File: config.mk
export PLATFORM = sky130hd
export DESIGN_NAME = uart_rx_buffered
export DESIGN_NICKNAME = d
export VERILOG_FILES = /design/src/rtl/uart_rx_pkg.sv /design/src/rtl/uart_rx_sampler.sv /design/src/rtl/uart_rx_fifo.sv /design/src/rtl/uart_rx_buffered.sv
export SDC_FILE = /design/constraint.sdc
export NUM_CORES = 1
export LEC_CHECK = 0
export ABC_AREA = 1
export ABC_CLOCK_PERIOD_IN_PS = 3350
export BUFFER_PORTS_ARGS = -buffer_cell sky130_fd_sc_hd__buf_2
export CAP_MARGIN = 5
export CORE_UTILIZATION = 55
export DETAILED_ROUTE_END_ITERATION = 12
export GPL_TIMING_DRIVEN = 0
export PLACE_DENSITY = 0.73
export SYNTH_ARGS = -nofsm -noshare
export SYNTH_HDL_FRONTEND = slang
export SYNTH_SLANG_ARGS = --single-unit
export TNS_END_PERCENT = 100
File: constraint.sdc
create_clock -name clk -period 3.35 [get_ports clk]
set_clock_uncertainty 0.2 [all_clocks]
set_input_delay 0.1675 -clock clk [delete_from_list [all_inputs] [get_ports clk]]
set_output_delay 0.1675 -clock clk [all_outputs]
set_load 0.05 [all_outputs]
File: src/rtl/uart_rx_pkg.sv
`timescale 1ns/1ps
package uart_rx_pkg;
  localparam int RX_DW = 8;

  // status byte bit positions
  localparam int ST_RDY = 7;
  localparam int ST_FE  = 2;
  localparam int ST_OVR = 1;
  localparam int ST_PE  = 0;

  typedef struct packed {
    logic [RX_DW-1:0] data;
    logic             fe;
    logic             ovr;
    logic             pe;
  } rx_entry_t;

  typedef enum logic {SMP_IDLE, SMP_BUSY} smp_state_e;

  function automatic logic vote3(input logic a, input logic b, input logic c);
    return (a & b) | (a & c) | (b & c);
  endfunction

  // 1 when data plus parity bit do not match the chosen sense
  function automatic logic parity_bad(input logic [RX_DW-1:0] d, input logic p,
                                      input logic odd);
    return (^{d, p}) ^ odd;
  endfunction
endpackage

File: src/rtl/uart_rx_sampler.sv
`timescale 1ns/1ps
module uart_rx_sampler
  import uart_rx_pkg::*;
#(
  parameter int DATA_W = RX_DW,
  parameter int OSR    = 16
) (
  input  logic              clk,
  input  logic              rst_n,
  input  logic              enable,
  input  logic              os_tick,
  input  logic              line,
  input  logic              par_en,
  input  logic              par_odd,
  output logic              start_seen,
  output logic              frame_done,
  output logic [DATA_W-1:0] frame_data,
  output logic              frame_fe,
  output logic              frame_pe
);
  localparam int CW = $clog2(OSR);
  localparam int BW = $clog2(DATA_W + 3);
  localparam logic [CW-1:0] S_V0   = CW'(OSR/2 - 2);
  localparam logic [CW-1:0] S_V1   = CW'(OSR/2 - 1);
  localparam logic [CW-1:0] S_V2   = CW'(OSR/2);
  localparam logic [CW-1:0] S_LAST = CW'(OSR - 1);
  localparam logic [BW-1:0] B_LASTD = BW'(DATA_W);
  localparam logic [BW-1:0] B_PAR   = BW'(DATA_W + 1);

  smp_state_e        state;
  logic [CW-1:0]     scnt;
  logic [BW-1:0]     bidx;
  logic              line_last, v0, v1, par_q, odd_q, pbit_q;
  logic [DATA_W-1:0] shreg;
  logic              voted;
  logic [BW-1:0]     stop_idx;

  assign start_seen = enable && os_tick && (state == SMP_IDLE) && line_last && !line;
  assign voted      = vote3(v0, v1, line);
  assign stop_idx   = par_q ? BW'(DATA_W + 2) : BW'(DATA_W + 1);

  always_ff @(posedge clk or negedge rst_n) begin
    if (!rst_n) begin
      state <= SMP_IDLE; scnt <= '0; bidx <= '0; line_last <= 1'b1;
      v0 <= 1'b1; v1 <= 1'b1; par_q <= 1'b0; odd_q <= 1'b0; pbit_q <= 1'b0;
      shreg <= '0; frame_done <= 1'b0; frame_data <= '0;
      frame_fe <= 1'b0; frame_pe <= 1'b0;
    end else begin
      frame_done <= 1'b0;
      if (!enable) begin
        state     <= SMP_IDLE;
        line_last <= 1'b1;
      end else if (os_tick) begin
        line_last <= line;
        if (state == SMP_IDLE) begin
          if (start_seen) begin
            state <= SMP_BUSY;
            scnt  <= '0;
            bidx  <= '0;
            par_q <= par_en;
            odd_q <= par_odd;
          end
        end else begin
          scnt <= (scnt == S_LAST) ? '0 : scnt + 1'b1;
          if (scnt == S_LAST) bidx <= bidx + 1'b1;
          if (scnt == S_V0) v0 <= line;
          if (scnt == S_V1) v1 <= line;
          if (bidx == '0 && scnt == S_V1 && line) state <= SMP_IDLE;
          if (bidx != '0 && scnt == S_V2) begin
            if (bidx <= B_LASTD) begin
              shreg <= {voted, shreg[DATA_W-1:1]};
            end else if (par_q && bidx == B_PAR) begin
              pbit_q <= voted;
            end else if (bidx == stop_idx) begin
              frame_done <= 1'b1;
              frame_data <= shreg;
              frame_fe   <= !voted;
              frame_pe   <= par_q && parity_bad(shreg, pbit_q, odd_q);
              state      <= SMP_IDLE;
            end
          end
        end
      end
    end
  end

  // no parity error is reported for a frame taken without parity
  p_par_off_r8: assert property (@(posedge clk) disable iff (!rst_n)
    frame_done && !par_q |-> !frame_pe);
  // a finished frame leaves the sampler idle
  p_idle_after_stop_r6: assert property (@(posedge clk) disable iff (!rst_n)
    frame_done |-> state == SMP_IDLE);
  // completions are single-cycle events
  p_single_done_r10: assert property (@(posedge clk) disable iff (!rst_n)
    frame_done |=> !frame_done);
endmodule

File: src/rtl/uart_rx_fifo.sv
`timescale 1ns/1ps
module uart_rx_fifo
  import uart_rx_pkg::*;
#(
  parameter int DEPTH = 2
) (
  input  logic      clk,
  input  logic      rst_n,
  input  logic      flush,
  input  logic      push,
  input  rx_entry_t push_entry,
  input  logic      pop,
  output rx_entry_t head,
  output logic      empty,
  output logic      full
);
  localparam int AW = (DEPTH > 1) ? $clog2(DEPTH) : 1;
  localparam int CNTW = $clog2(DEPTH + 1);
  localparam logic [AW-1:0]   P_LAST = AW'(DEPTH - 1);
  localparam logic [CNTW-1:0] C_FULL = CNTW'(DEPTH);

  rx_entry_t       mem [DEPTH];
  logic [AW-1:0]   wptr, rptr;
  logic [CNTW-1:0] count;

  assign empty = (count == '0);
  assign full  = (count == C_FULL);
  assign head  = mem[rptr];

  always_ff @(posedge clk or negedge rst_n) begin
    if (!rst_n) begin
      wptr <= '0; rptr <= '0; count <= '0;
    end else if (flush) begin
      wptr <= '0; rptr <= '0; count <= '0;
    end else begin
      if (push) wptr <= (wptr == P_LAST) ? '0 : wptr + 1'b1;
      if (pop)  rptr <= (rptr == P_LAST) ? '0 : rptr + 1'b1;
      if (push && !pop)      count <= count + 1'b1;
      else if (pop && !push) count <= count - 1'b1;
    end
  end

  generate
    for (genvar i = 0; i < DEPTH; i++) begin : g_slot
      always_ff @(posedge clk or negedge rst_n) begin
        if (!rst_n)                                 mem[i] <= '0;
        else if (!flush && push && wptr == AW'(i))  mem[i] <= push_entry;
      end
    end
  endgenerate

  // never written beyond capacity
  p_no_overflow_r11: assert property (@(posedge clk) disable iff (!rst_n)
    push && !flush |-> !full || pop);
  // removal only from a non-empty buffer
  p_pop_nonempty_r5: assert property (@(posedge clk) disable iff (!rst_n)
    pop |-> !empty);
endmodule

File: src/rtl/uart_rx_buffered.sv
`timescale 1ns/1ps
module uart_rx_buffered
  import uart_rx_pkg::*;
#(
  parameter int DEPTH = 2,
  parameter int OSR   = 16
) (
  input  logic       clk,
  input  logic       rst_n,
  input  logic       rx_en,
  input  logic       rx_ie,
  input  logic [1:0] par_mode,
  input  logic       os_tick,
  input  logic       rxd,
  input  logic       host_addr,
  input  logic       host_rd,
  output logic [7:0] host_rdata,
  output logic       rx_ready,
  output logic       rx_irq
);
  logic             rx_s1, rx_s2;
  logic             start_seen, frame_done, frame_fe, frame_pe;
  logic [RX_DW-1:0] frame_data;
  logic             pend_v, pend_fe, pend_pe, ovr_l;
  logic [RX_DW-1:0] pend_data, last_data;
  logic             f_empty, f_full, can_push, push, pop;
  rx_entry_t        head, push_entry;
  logic [7:0]       status;

  always_ff @(posedge clk or negedge rst_n) begin
    if (!rst_n) begin rx_s1 <= 1'b1; rx_s2 <= 1'b1; end
    else        begin rx_s1 <= rxd;  rx_s2 <= rx_s1; end
  end

  uart_rx_sampler #(.DATA_W(RX_DW), .OSR(OSR)) u_smp (
    .clk(clk), .rst_n(rst_n), .enable(rx_en), .os_tick(os_tick), .line(rx_s2),
    .par_en(par_mode[1]), .par_odd(par_mode[0]), .start_seen(start_seen),
    .frame_done(frame_done), .frame_data(frame_data), .frame_fe(frame_fe),
    .frame_pe(frame_pe));

  assign pop      = host_rd && host_addr && !f_empty;
  assign can_push = !f_full || pop;
  assign push     = (pend_v || frame_done) && can_push && rx_en;

  always_comb begin
    push_entry.ovr = ovr_l;
    if (pend_v) begin
      push_entry.data = pend_data; push_entry.fe = pend_fe; push_entry.pe = pend_pe;
    end else begin
      push_entry.data = frame_data; push_entry.fe = frame_fe; push_entry.pe = frame_pe;
    end
  end

  uart_rx_fifo #(.DEPTH(DEPTH)) u_fifo (
    .clk(clk), .rst_n(rst_n), .flush(!rx_en), .push(push), .push_entry(push_entry),
    .pop(pop), .head(head), .empty(f_empty), .full(f_full));

  // holding register and overrun bookkeeping
  always_ff @(posedge clk or negedge rst_n) begin
    if (!rst_n) begin
      pend_v <= 1'b0; pend_fe <= 1'b0; pend_pe <= 1'b0; pend_data <= '0; ovr_l <= 1'b0;
    end else if (!rx_en) begin
      pend_v <= 1'b0; ovr_l <= 1'b0;
    end else begin
      if (pend_v && can_push) pend_v <= frame_done;
      else if (frame_done && !can_push) pend_v <= 1'b1;
      if (frame_done && (pend_v || !can_push)) begin
        pend_data <= frame_data; pend_fe <= frame_fe; pend_pe <= frame_pe;
      end
      if (start_seen && f_full && pend_v) ovr_l <= 1'b1;
      else if (push)                      ovr_l <= 1'b0;
    end
  end

  always_ff @(posedge clk or negedge rst_n) begin
    if (!rst_n)   last_data <= '0;
    else if (pop) last_data <= head.data;
  end

  always_comb begin
    status = '0;
    status[ST_RDY] = !f_empty;
    status[ST_FE]  = !f_empty && head.fe;
    status[ST_OVR] = !f_empty && head.ovr;
    status[ST_PE]  = !f_empty && head.pe;
  end

  assign host_rdata = host_addr ? (f_empty ? last_data : head.data) : status;
  assign rx_ready   = !f_empty;
  assign rx_irq     = rx_ie && rx_ready;

  // disabling empties the buffer by the next cycle
  p_flush_r2: assert property (@(posedge clk) disable iff (!rst_n)
    !rx_en |=> !rx_ready);
  // overrun only follows a start edge with buffer and holder both occupied
  p_ovr_cause_r7: assert property (@(posedge clk) disable iff (!rst_n)
    $rose(ovr_l) |-> $past(start_seen && f_full && pend_v));
  // the holder is used only while the buffer is full
  p_hold_when_full_r11: assert property (@(posedge clk) disable iff (!rst_n)
    pend_v |-> f_full);
  // interrupt implies unread data
  p_irq_data_r3: assert property (@(posedge clk) disable iff (!rst_n)
    rx_irq |-> !f_empty);
endmodule

# Word-level counts from Yosys, hierarchy flattened

Cells that the tools add are included.

Output and inout bits: 10
Memories kept: 0
Latch bits: 0
Word-level logic and storage cells: 163
Input port bits: 10
ROM bits: 0
RAM bits: 0
Register bits after elaboration: 82

Shift operators: 0
Bitwise gates (word level): 11
Eq/ne operators: 14
Reductions and logical operators: 51
Divide/modulo/power cells: 0
$lt $le $gt $ge: 2
Multiply operators: 0
Mux-type cells: 46
$add $sub $neg: 6

Operators by type and width:

| kind                                                                  | number |
|---|---|
| 11-bit 2-to-1 mux                                                     | 3 |
| 1-bit 2-to-1 mux                                                      | 31 |
| 1-bit logical AND                                                     | 27 |
| 4-bit 2-to-1 mux                                                      | 5 |
| 8-bit 2-to-1 mux                                                      | 2 |
| 4-bit AND reduction                                                   | 4 |
| 4-bit equality test, second input constant                            | 3 |
| 9-bit 2-to-1 mux                                                      | 1 |
| 3-bit by 1-bit != test with 1-bit output, second input constant       | 3 |
| 9-bit parity                                                          | 1 |
| 4-bit by 1-bit adder with 4-bit output, second input constant         | 2 |
| 4-bit by 3-bit equality test with 1-bit output, second input constant | 2 |
| 2-bit 2-to-1 mux                                                      | 4 |
| 1-bit logical NOT                                                     | 7 |
| 7-bit AND reduction                                                   | 1 |
| 2-bit by 1-bit != test with 1-bit output, second input constant       | 3 |
| 6-bit AND reduction                                                   | 1 |
| 5-bit AND reduction                                                   | 1 |
| 4-bit equality test                                                   | 1 |
| 4-bit <= comparator, second input constant                            | 1 |
| 4-bit logical NOT                                                     | 1 |
| 1-bit inverter                                                        | 4 |
| 4-bit nonzero test                                                    | 1 |
| 1-bit bitwise AND                                                     | 3 |
| 14 further kinds                                                      | 18 |

# Longest topological paths before layout

Gate-level depths: netlist of the first run.

Word-level depth: 11
Mapped depth: 12
Gate-level depth less buffers: 11

# Modules after synthesis

A second synthesis of the first run with hierarchy kept.

Cells, all modules: 499
Area, all modules: 4,284.1 µm²

Modules (own cells, without submodules):

| module           | area an instance (µm²) | cells each | times used | seq. area each (µm²) |
|---|---|---|---|---|
| uart_rx_sampler  | 1,833.0                | 215        | 1          | 854.6 |
| uart_rx_fifo     | 1,291.2                | 124        | 1          | 650.6 |
| uart_rx_buffered | 1,159.9                | 160        | 1          | 553.0 |

# Worst setup path before layout of the first run

No wires, ideal clock.

Path type: register to output
Start point: register u_fifo.count[1]
End point: output port host_rdata[0]
Required time: 2,982 ps
Path buffers: 0
Path slack: 857 ps
Data arrival time: 2,126 ps
Stages on the path, launching flop included: 5
Cell sequence: dfrtp_1 -> nor2_4 -> inv_1 -> nand2_1 -> o21ai_0

Word-level cells in the longest chain between the ends: 4
Elaborated cells between the ends (all ways): 5
Classes of those cells: 2 x mux; 3 x reduce/logical

RTL lines:

| item                   | line                   | RTL |
|---|---|---|
| start, declared        | uart_rx_fifo.sv:24     | `logic [CNTW-1:0] count;` |
| start signal, assigned | uart_rx_fifo.sv:38     | `if (push && !pop) count <= count + 1'b1;` |
| start signal, assigned | uart_rx_fifo.sv:39     | `else if (pop && !push) count <= count - 1'b1;` |
| 2-bit logical NOT      | uart_rx_fifo.sv:26     | `assign empty = (count == '0);` |
| 1-bit logical NOT      | --                     |  |
| via rx_ready           | uart_rx_buffered.sv:18 | `output logic rx_ready,` |
| 1-bit logical AND      | uart_rx_buffered.sv:85 | `status[ST_PE] = !f_empty && head.pe;` |
| 8-bit 2-to-1 mux       | uart_rx_buffered.sv:88 | `assign host_rdata = host_addr ? (f_empty ? last_data : head.data) : status;` |
| end, declared          | uart_rx_buffered.sv:17 | `output logic [7:0] host_rdata,` |

The timed path passes the listed nets, and every way through them passes these cells.

# Worst setup path after layout of the first run

Start point: register u_fifo.count[1]
End point: output port host_rdata[2]

Word-level cells in the longest chain between the ends: 4
Elaborated cells between the ends (all ways): 5
Classes of those cells: 2 x mux; 3 x reduce/logical

RTL lines:

| item                  | line                   | RTL |
|---|---|---|
| 2-bit logical NOT (*) | uart_rx_fifo.sv:26     |  |
| 1-bit logical NOT     | uart_rx_buffered.sv:83 | `status[ST_FE] = !f_empty && head.fe;` |
| 1-bit logical AND     | uart_rx_buffered.sv:83 |  |
| 8-bit 2-to-1 mux (*)  | uart_rx_buffered.sv:88 |  |

Mark *: on every way between the ends. The rest lies on a longest branch, timed or not.

==> results of run 1 <==
==> cell usage after synthesis, types with 3 or more instances <==
master / number / share of area [%]
buf_2: 7 / 0.85
nand2_2: 5 / 0.76
clkbuf_1: 3 / 0.27
a211oi_1: 4 / 0.73
nand3_1: 16 / 2.0
a21oi_1: 12 / 1.5
dfstp_2: 5 / 3.2
buf_6: 4 / 1.1
o21ai_2: 6 / 1.3
nand4_1: 3 / 0.46
o21ai_0: 63 / 7.7
nor3_1: 4 / 0.49
dfrtp_1: 77 / 47
nor2_1: 19 / 1.7
ha_1: 6 / 1.8
o21ai_1: 14 / 1.7
nand2_1: 151 / 14
inv_2: 8 / 0.73
inv_1: 58 / 5.3
nor2_2: 6 / 0.92
xnor2_1: 3 / 0.64
==> power by group through the flow <==
stage               logic [mW]  registers, mW  clock network, mW
global placement         0.459           1.15                  0
floorplan                0.364           1.14                  0
finish                   0.484           1.13              0.799
global route             0.540           1.15              0.854
CTS                      0.486           1.13              0.814
detailed placement       0.478           1.15                  0
==> kinds of logic (layout without fill, tap and decap cells) <==
family	after synthesis	count (layout)	share of synthesized area [%]
adder cells (fa/ha/maj)	6	6	1.830
buffers and inverters	83	125	8.664
multiplexers	1	1	0.2441
AO/OA/AOI/OAI	104	104	13.76
flip-flops	82	82	50.18
XOR/XNOR	5	5	1.068
AND/OR/NAND/NOR	217	217	24.25
==> registers in the layout (all words and copies together) (netlist names), 2 cells and up <==
register          flops
last_data             8
pend_data             8
u_fifo.count          2
u_fifo.mem           22
u_smp.bidx            4
u_smp.frame_data      8
u_smp.scnt            4
u_smp.shreg           8
==> worst register-to-register path, stage by stage, from the launching register on <==
cell and delay [ns]:
dfrtp_1 0.43, inv_1 0.12, ha_1 0.24, nand2_2 0.08, nand2_2 0.07, nor2_2 0.08
nand3_1 0.10, nor2_2 0.13, buf_2 0.20, o21ai_0 0.10
==> repair_timing <==
item,CTS,global route
endpoints found under the setup margin,0,0
hold buffers,7,0
hold endpoints to repair,92,0
==> routing by layer <==
layer / GRT usage, % / vias to the layer above / part of all wire (%)
met2: 40.49 / 55 / 48
met4: 9.971 / 0 / 1.2
li1: - / 1647 / -
met1: 30.34 / 1465 / 47
met3: 3.172 / 8 / 3.3
met5: 0 / - / 0
==> per-stage QoR <==
stage | power (mW) | setup slack [ns] | cell area (um2)
2_1_floorplan | 1.502 | 0.8569 | 4101
3_3_place_gp | 1.608 | 1.277 | 4315
3_5_place_dp | 1.632 | 1.386 | 4345
4_1_cts | 2.434 | 0.9891 | 4634
5_1_grt | 2.541 | 0.8490 | 4634
6_report | 2.416 | 0.9793 | 4634
==> layout make-up <==
type / count / area [um2]
clock buffers: 11 / 141.4
multi-input cells: 333 / 1688
clock inverters: 5 / 77.57
repair buffers: 26 / 190.2
well taps: 99 / 123.9
flip-flops and latches: 82 / 2058
fillers: 601 / 2580
plain buffers: 15 / 98.84
inverters: 68 / 256.5
==> how the worst min path moves through the flow <==
stage                     startpoint                        to  slack (ns)  depth (start not counted)
after global routing         host_rd        pend_v$_DFFE_PN0P_        0.07                          4
after detailed placement       rst_n  last_data[3]$_DFFE_PN0P_       -0.04                          1
after floorplan                rst_n  last_data[0]$_DFFE_PN0P_       -0.33                          0
final                        host_rd        pend_v$_DFFE_PN0P_        0.05                          4
after global placement           rxd           rx_s1$_DFF_PN1_        0.07                          1
after CTS                    host_rd        pend_v$_DFFE_PN0P_        0.04                          4
==> run summary, run 1 <==
DR vias = 3175
Post-CTS Repair Setup Buffers = 0
Core Region = 0.007214 mm2
CP required = 2.98 ns
Yosys cell types = 38
CTS H-Tree Depth = 3
CP Launch Type = register
Overflow after GRT = 0
Routed Antenna Nets = 0
Setup CP Type = reg -> out
CTS Buf Count = 9
endpoint class of the critical path = primary output
Crit path max-delay family = buffers and inverters
Clock transition at path regs = 0.08 ns
RSZ-0062 raised after global routing = no
CP max FO = 10
sequential power share = 46.9%
average wire per standard cell = 12.57 um
initial antenna violation count = 0
relative slew slack = 68.39%
Synth Cell Area = 0.004101 mm2
FF-to-FF path depth = 9
r2r setup slk = 1.48 ns
worst path bufs/invs = 2
Syn Nets = 514
vias in the first global route = 3122
Post-synth EDFFs = 0
most common cell after layout, fill and taps aside = nand2_1
R2R Path End = u_smp.frame_data[3]$_DFFE_PN0P_
final worst path period share = 70.77%
ys flop type = dfrtp_1
crit-path cells = nor2_4 > buf_2 > o21ai_0 > o21ai_0 > buf_2
Slew Viols, Final = 0
first-pass GRT wire length = 14.06 mm
# resized after CTS = 0
clock sinks = 82
Starting Density = 56.85%
drt drc = 0
Hold Worst Slack = 0.04966 ns
Combinational Power Share = 20.0%
final setup vio count = 0
vias per std cell = 4.969
min cycle time layout = 2.371 ns
FMAX = 421.8 MHz
status = finished clean
largest net degree at the start of global routing = 50
non-filler instance count after layout = 639
Cell Rows = 31
Final Util = 64.24%
Syn-to-layout area delta = 13.00%
async set or reset register ratio after synthesis = 100.0%
Net Switching = 0.7587 mW
Setup crit end = host_rdata[2]
cells after synthesis = 498
Max VDD drop = 300.8 uV
share of cells above drive strength 1 = 16.48%
die area = 0.007807 mm2
dpl cells = 616
worst-skew pair later-pin latency = 0.36 ns
GPL Wtd Cong = 0.8107
slowest CP cell = dfrtp_1
WP depth = 5
Die Wd = 88.36 um
Internal = 1.658 mW
clock root cell = clkbuf_8
crit path DAT = 2.00 ns
Layout Nets = 551
Sw Share = 31.40%
number of max-cap violations = 0
antenna cells = 0
Synth Register Bits = 82
Lkg Pwr = 2.238 nW
clock network power share = 33.1%
post-synthesis sequential area ratio = 50.18%
Hold Path Class = in -> reg
DRT Pass-1 Iters = 4
Setup TNS = 0 ns
commonest cells after routing, fill and taps aside = nand2_1, dfrtp_1, o21ai_0
CP max stage delay = 0.47 ns
Worst-Margin Slew = 0.4742 ns
All-Layer GR Usage = 23.66%
Worst R2R Start = u_smp.bidx[0]$_DFFE_PN0P_
I/O pin count = 20
die height = 88.36 um
clk buf depth = 2
Mean Syn Cell Area = 8.236 um2
PwrDens = 521.4 mW/mm2
final wirelength = 8.033 mm
hpwl dp = 5.708 mm
count of final hold-check violations = 0
CTS tree = yes
buffers added on ports = 18
critical path startpoint = u_fifo.count[1]$_DFFE_PN0P_
DRT iter0 DRCs = 167
Ys Warns = 0
No activity file was read; power rests on OpenSTA's default activity.
==> inputs of run 2 (changes only) <==
Settings changed: ABC_CLOCK_PERIOD_IN_PS 3350 to 2400.
Clock period 3.35 ns to 2.4 ns, I/O delays scaled along.
==> run 2 against run 1 <==
Net effect:
- combinational power increased by 40%
- register-to-register slack got worse by 0.95 ns
- global-route usage about the same
- hold slack got worse by 0.0047 ns
- sequential share of layout area shrank 0.11 points
- count of clock-buffer cells in the layout is the same
- sequential cell count unchanged
- cell count up 0.16%
- utilization grew 0.16 points
- non-clock buffer count up 1
- clock power is 39% higher
- die area is the same
- critical endpoint unchanged
- largest cell class unchanged
- highest routed layer unchanged
==> run summary, run 2 (synthesis results as in run 1) <==
Core Region = 0.007214 mm2 (unchanged)
endpoint class of the critical path = primary output (unchanged)
FMAX = 435.4 MHz
slowest CP cell = dfrtp_1 (unchanged)
Clock transition at path regs = 0.08 ns (about the same)
Syn-to-layout area delta = 13.27% (was 13.00%)
Die Wd = 88.36 um (unchanged)
clock network power share = 33.0% (was 33.1%)
DR vias = 3171 (was 3175)
die area = 0.007807 mm2 (unchanged)
DRT iter0 DRCs = 174 (was 167)
Layout Nets = 552 (was 551)
commonest cells after routing, fill and taps aside = nand2_1, dfrtp_1, o21ai_0 (unchanged)
crit path DAT = 1.98 ns (was 2.00 ns)
CP required = 2.08 ns (was 2.98 ns)
Overflow after GRT = 0 (unchanged)
crit-path cells = nor2_4 > buf_2 > o21ai_0 > o21ai_0 > buf_2 (unchanged)
hpwl dp = 5.708 mm (unchanged)
Setup TNS = 0 ns (unchanged)
count of final hold-check violations = 0 (unchanged)
All-Layer GR Usage = 23.68% (was 23.66%)
Net Switching = 1.054 mW (was 0.7587 mW)
drt drc = 0 (unchanged)
most common cell after layout, fill and taps aside = nand2_1 (unchanged)
CTS H-Tree Depth = 3 (unchanged)
Worst-Margin Slew = 0.4773 ns (was 0.4742 ns)
buffers added on ports = 18 (unchanged)
Slew Viols, Final = 0 (unchanged)
worst-skew pair later-pin latency = 0.35 ns (was 0.36 ns)
Starting Density = 56.85% (unchanged)
vias per std cell = 4.955 (was 4.969)
clk buf depth = 2 (unchanged)
DRT Pass-1 Iters = 4 (unchanged)
average wire per standard cell = 12.52 um (was 12.57 um)
GPL Wtd Cong = 0.8107 (unchanged)
final worst path period share = 95.70%
clock root cell = clkbuf_8 (unchanged)
relative slew slack = 68.18% (was 68.39%)
Setup CP Type = reg -> out (unchanged)
Hold Path Class = in -> reg (unchanged)
Internal = 2.315 mW (was 1.658 mW)
sequential power share = 46.9% (about the same)
largest net degree at the start of global routing = 50 (unchanged)
die height = 88.36 um (unchanged)
status = finished clean (unchanged)
first-pass GRT wire length = 14.08 mm (was 14.06 mm)
Hold Worst Slack = 0.04500 ns (was 0.04966 ns)
antenna cells = 0 (unchanged)
RSZ-0062 raised after global routing = no (unchanged)
Cell Rows = 31 (unchanged)
Final Util = 64.39% (was 64.24%)
final setup vio count = 0 (unchanged)
PwrDens = 725.1 mW/mm2 (was 521.4 mW/mm2)
CP max FO = 10 (unchanged)
CP Launch Type = register (unchanged)
vias in the first global route = 3122 (unchanged)
Sw Share = 31.28% (was 31.40%)
share of cells above drive strength 1 = 16.64% (was 16.48%)
dpl cells = 616 (unchanged)
min cycle time layout = 2.297 ns
CTS Buf Count = 9 (unchanged)
Routed Antenna Nets = 0 (unchanged)
Most flops, register = u_fifo.mem (unchanged)
final wirelength = 8.012 mm (was 8.033 mm)
I/O pin count = 20 (unchanged)
Combinational Power Share = 20.1% (was 20.0%)
non-filler instance count after layout = 640 (was 639)
CTS tree = yes (unchanged)
Post-CTS Repair Setup Buffers = 0 (unchanged)
clock sinks = 82 (unchanged)
initial antenna violation count = 0 (unchanged)
Filler cells = 598 (was 601)
CP max stage delay = 0.47 ns (about the same)
max FFs per register = 22 (unchanged)
number of max-cap violations = 0 (unchanged)
Max VDD drop = 419.9 uV (was 300.8 uV)
Lkg Pwr = 2.245 nW (was 2.238 nW)
[run 2: cell count changes in the layout (fill, tap and decap cells not counted), sizes merged]
cell	change
dlygate4sd3	+1
[run 2: worst paths after layout]
check | cells past startpoint | end | slack [ns] | from
min reg2reg | 0 | rx_s2$_DFF_PN1_ | 0.16 | rx_s1$_DFF_PN1_
max in group asynchronous | 3 | pend_pe$_DFFE_PN0P_ | 1.35 | rst_n
max | 5 | host_rdata[2] | 0.10 | u_fifo.count[1]$_DFFE_PN0P_
min | 4 | pend_v$_DFFE_PN0P_ | 0.04 | host_addr
min in group asynchronous | 2 | last_data[7]$_DFFE_PN0P_ | 0.06 | rst_n
max reg2reg | 9 | u_smp.frame_data[3]$_DFFE_PN0P_ | 0.53 | u_smp.bidx[0]$_DFFE_PN0P_
[run 2: area by class of cell]
class	count	area [um2]	area share, %
flip-flops and latches	82	2058	44.30
multi-input cells	333	1688	36.33
inverters	68	256.5	5.521
repair buffers	27	200.2	4.309
clock buffers	11	141.4	3.043
well taps	99	123.9	2.666
plain buffers	15	100.1	2.155
clock inverters	5	77.57	1.670
[run 2: worst max-delay path: cells and delay by family (launching register included)]
family                 cells  cell delay, ns
buffers and inverters      2            0.59
DFF                        1            0.47
AOI/OAI and AO/OA          2            0.26
and+or+nand+nor            1            0.30
[run 2: stage by stage]
step,area (um2),power [mW],worst slack [ns]
after floorplan,4101,2.097,-0.04564
after global placement,4315,2.245,0.3742
after detailed placement,4345,2.277,0.4835
after CTS,4644,3.399,0.08662
after global routing,4646,3.548,0.008682
final,4646,3.369,0.1032
[run 2: routing by layer]
metal  vias to the layer above  global-route usage [%]  share of wire (%)  wire length (um)
met1                      1463                   30.41                 47              3796
met3                        11                   3.172                2.8               221
met5                         -                       0                  0                 0
met4                         0                   9.971                1.7               140
met2                        46                   40.49                 48              3854
li1                       1651                       -                  -                 -
[run 2: what timing repair did]
| item | in CTS | in global routing |
|---|---|---|
| resized for setup | 0 | 2 |
| endpoints found under the setup margin | 0 | 1 |
| hold buffers | 8 | 0 |
| hold endpoints to repair | 93 | 0 |
[run 2: power groups by stage]
stage,registers [mW],logic [mW],clock network (mW)
after floorplan,1.59,0.508,0
after detailed placement,1.61,0.667,0
after CTS,1.58,0.680,1.14
after global routing,1.60,0.755,1.19
final,1.58,0.677,1.11
after global placement,1.60,0.641,0
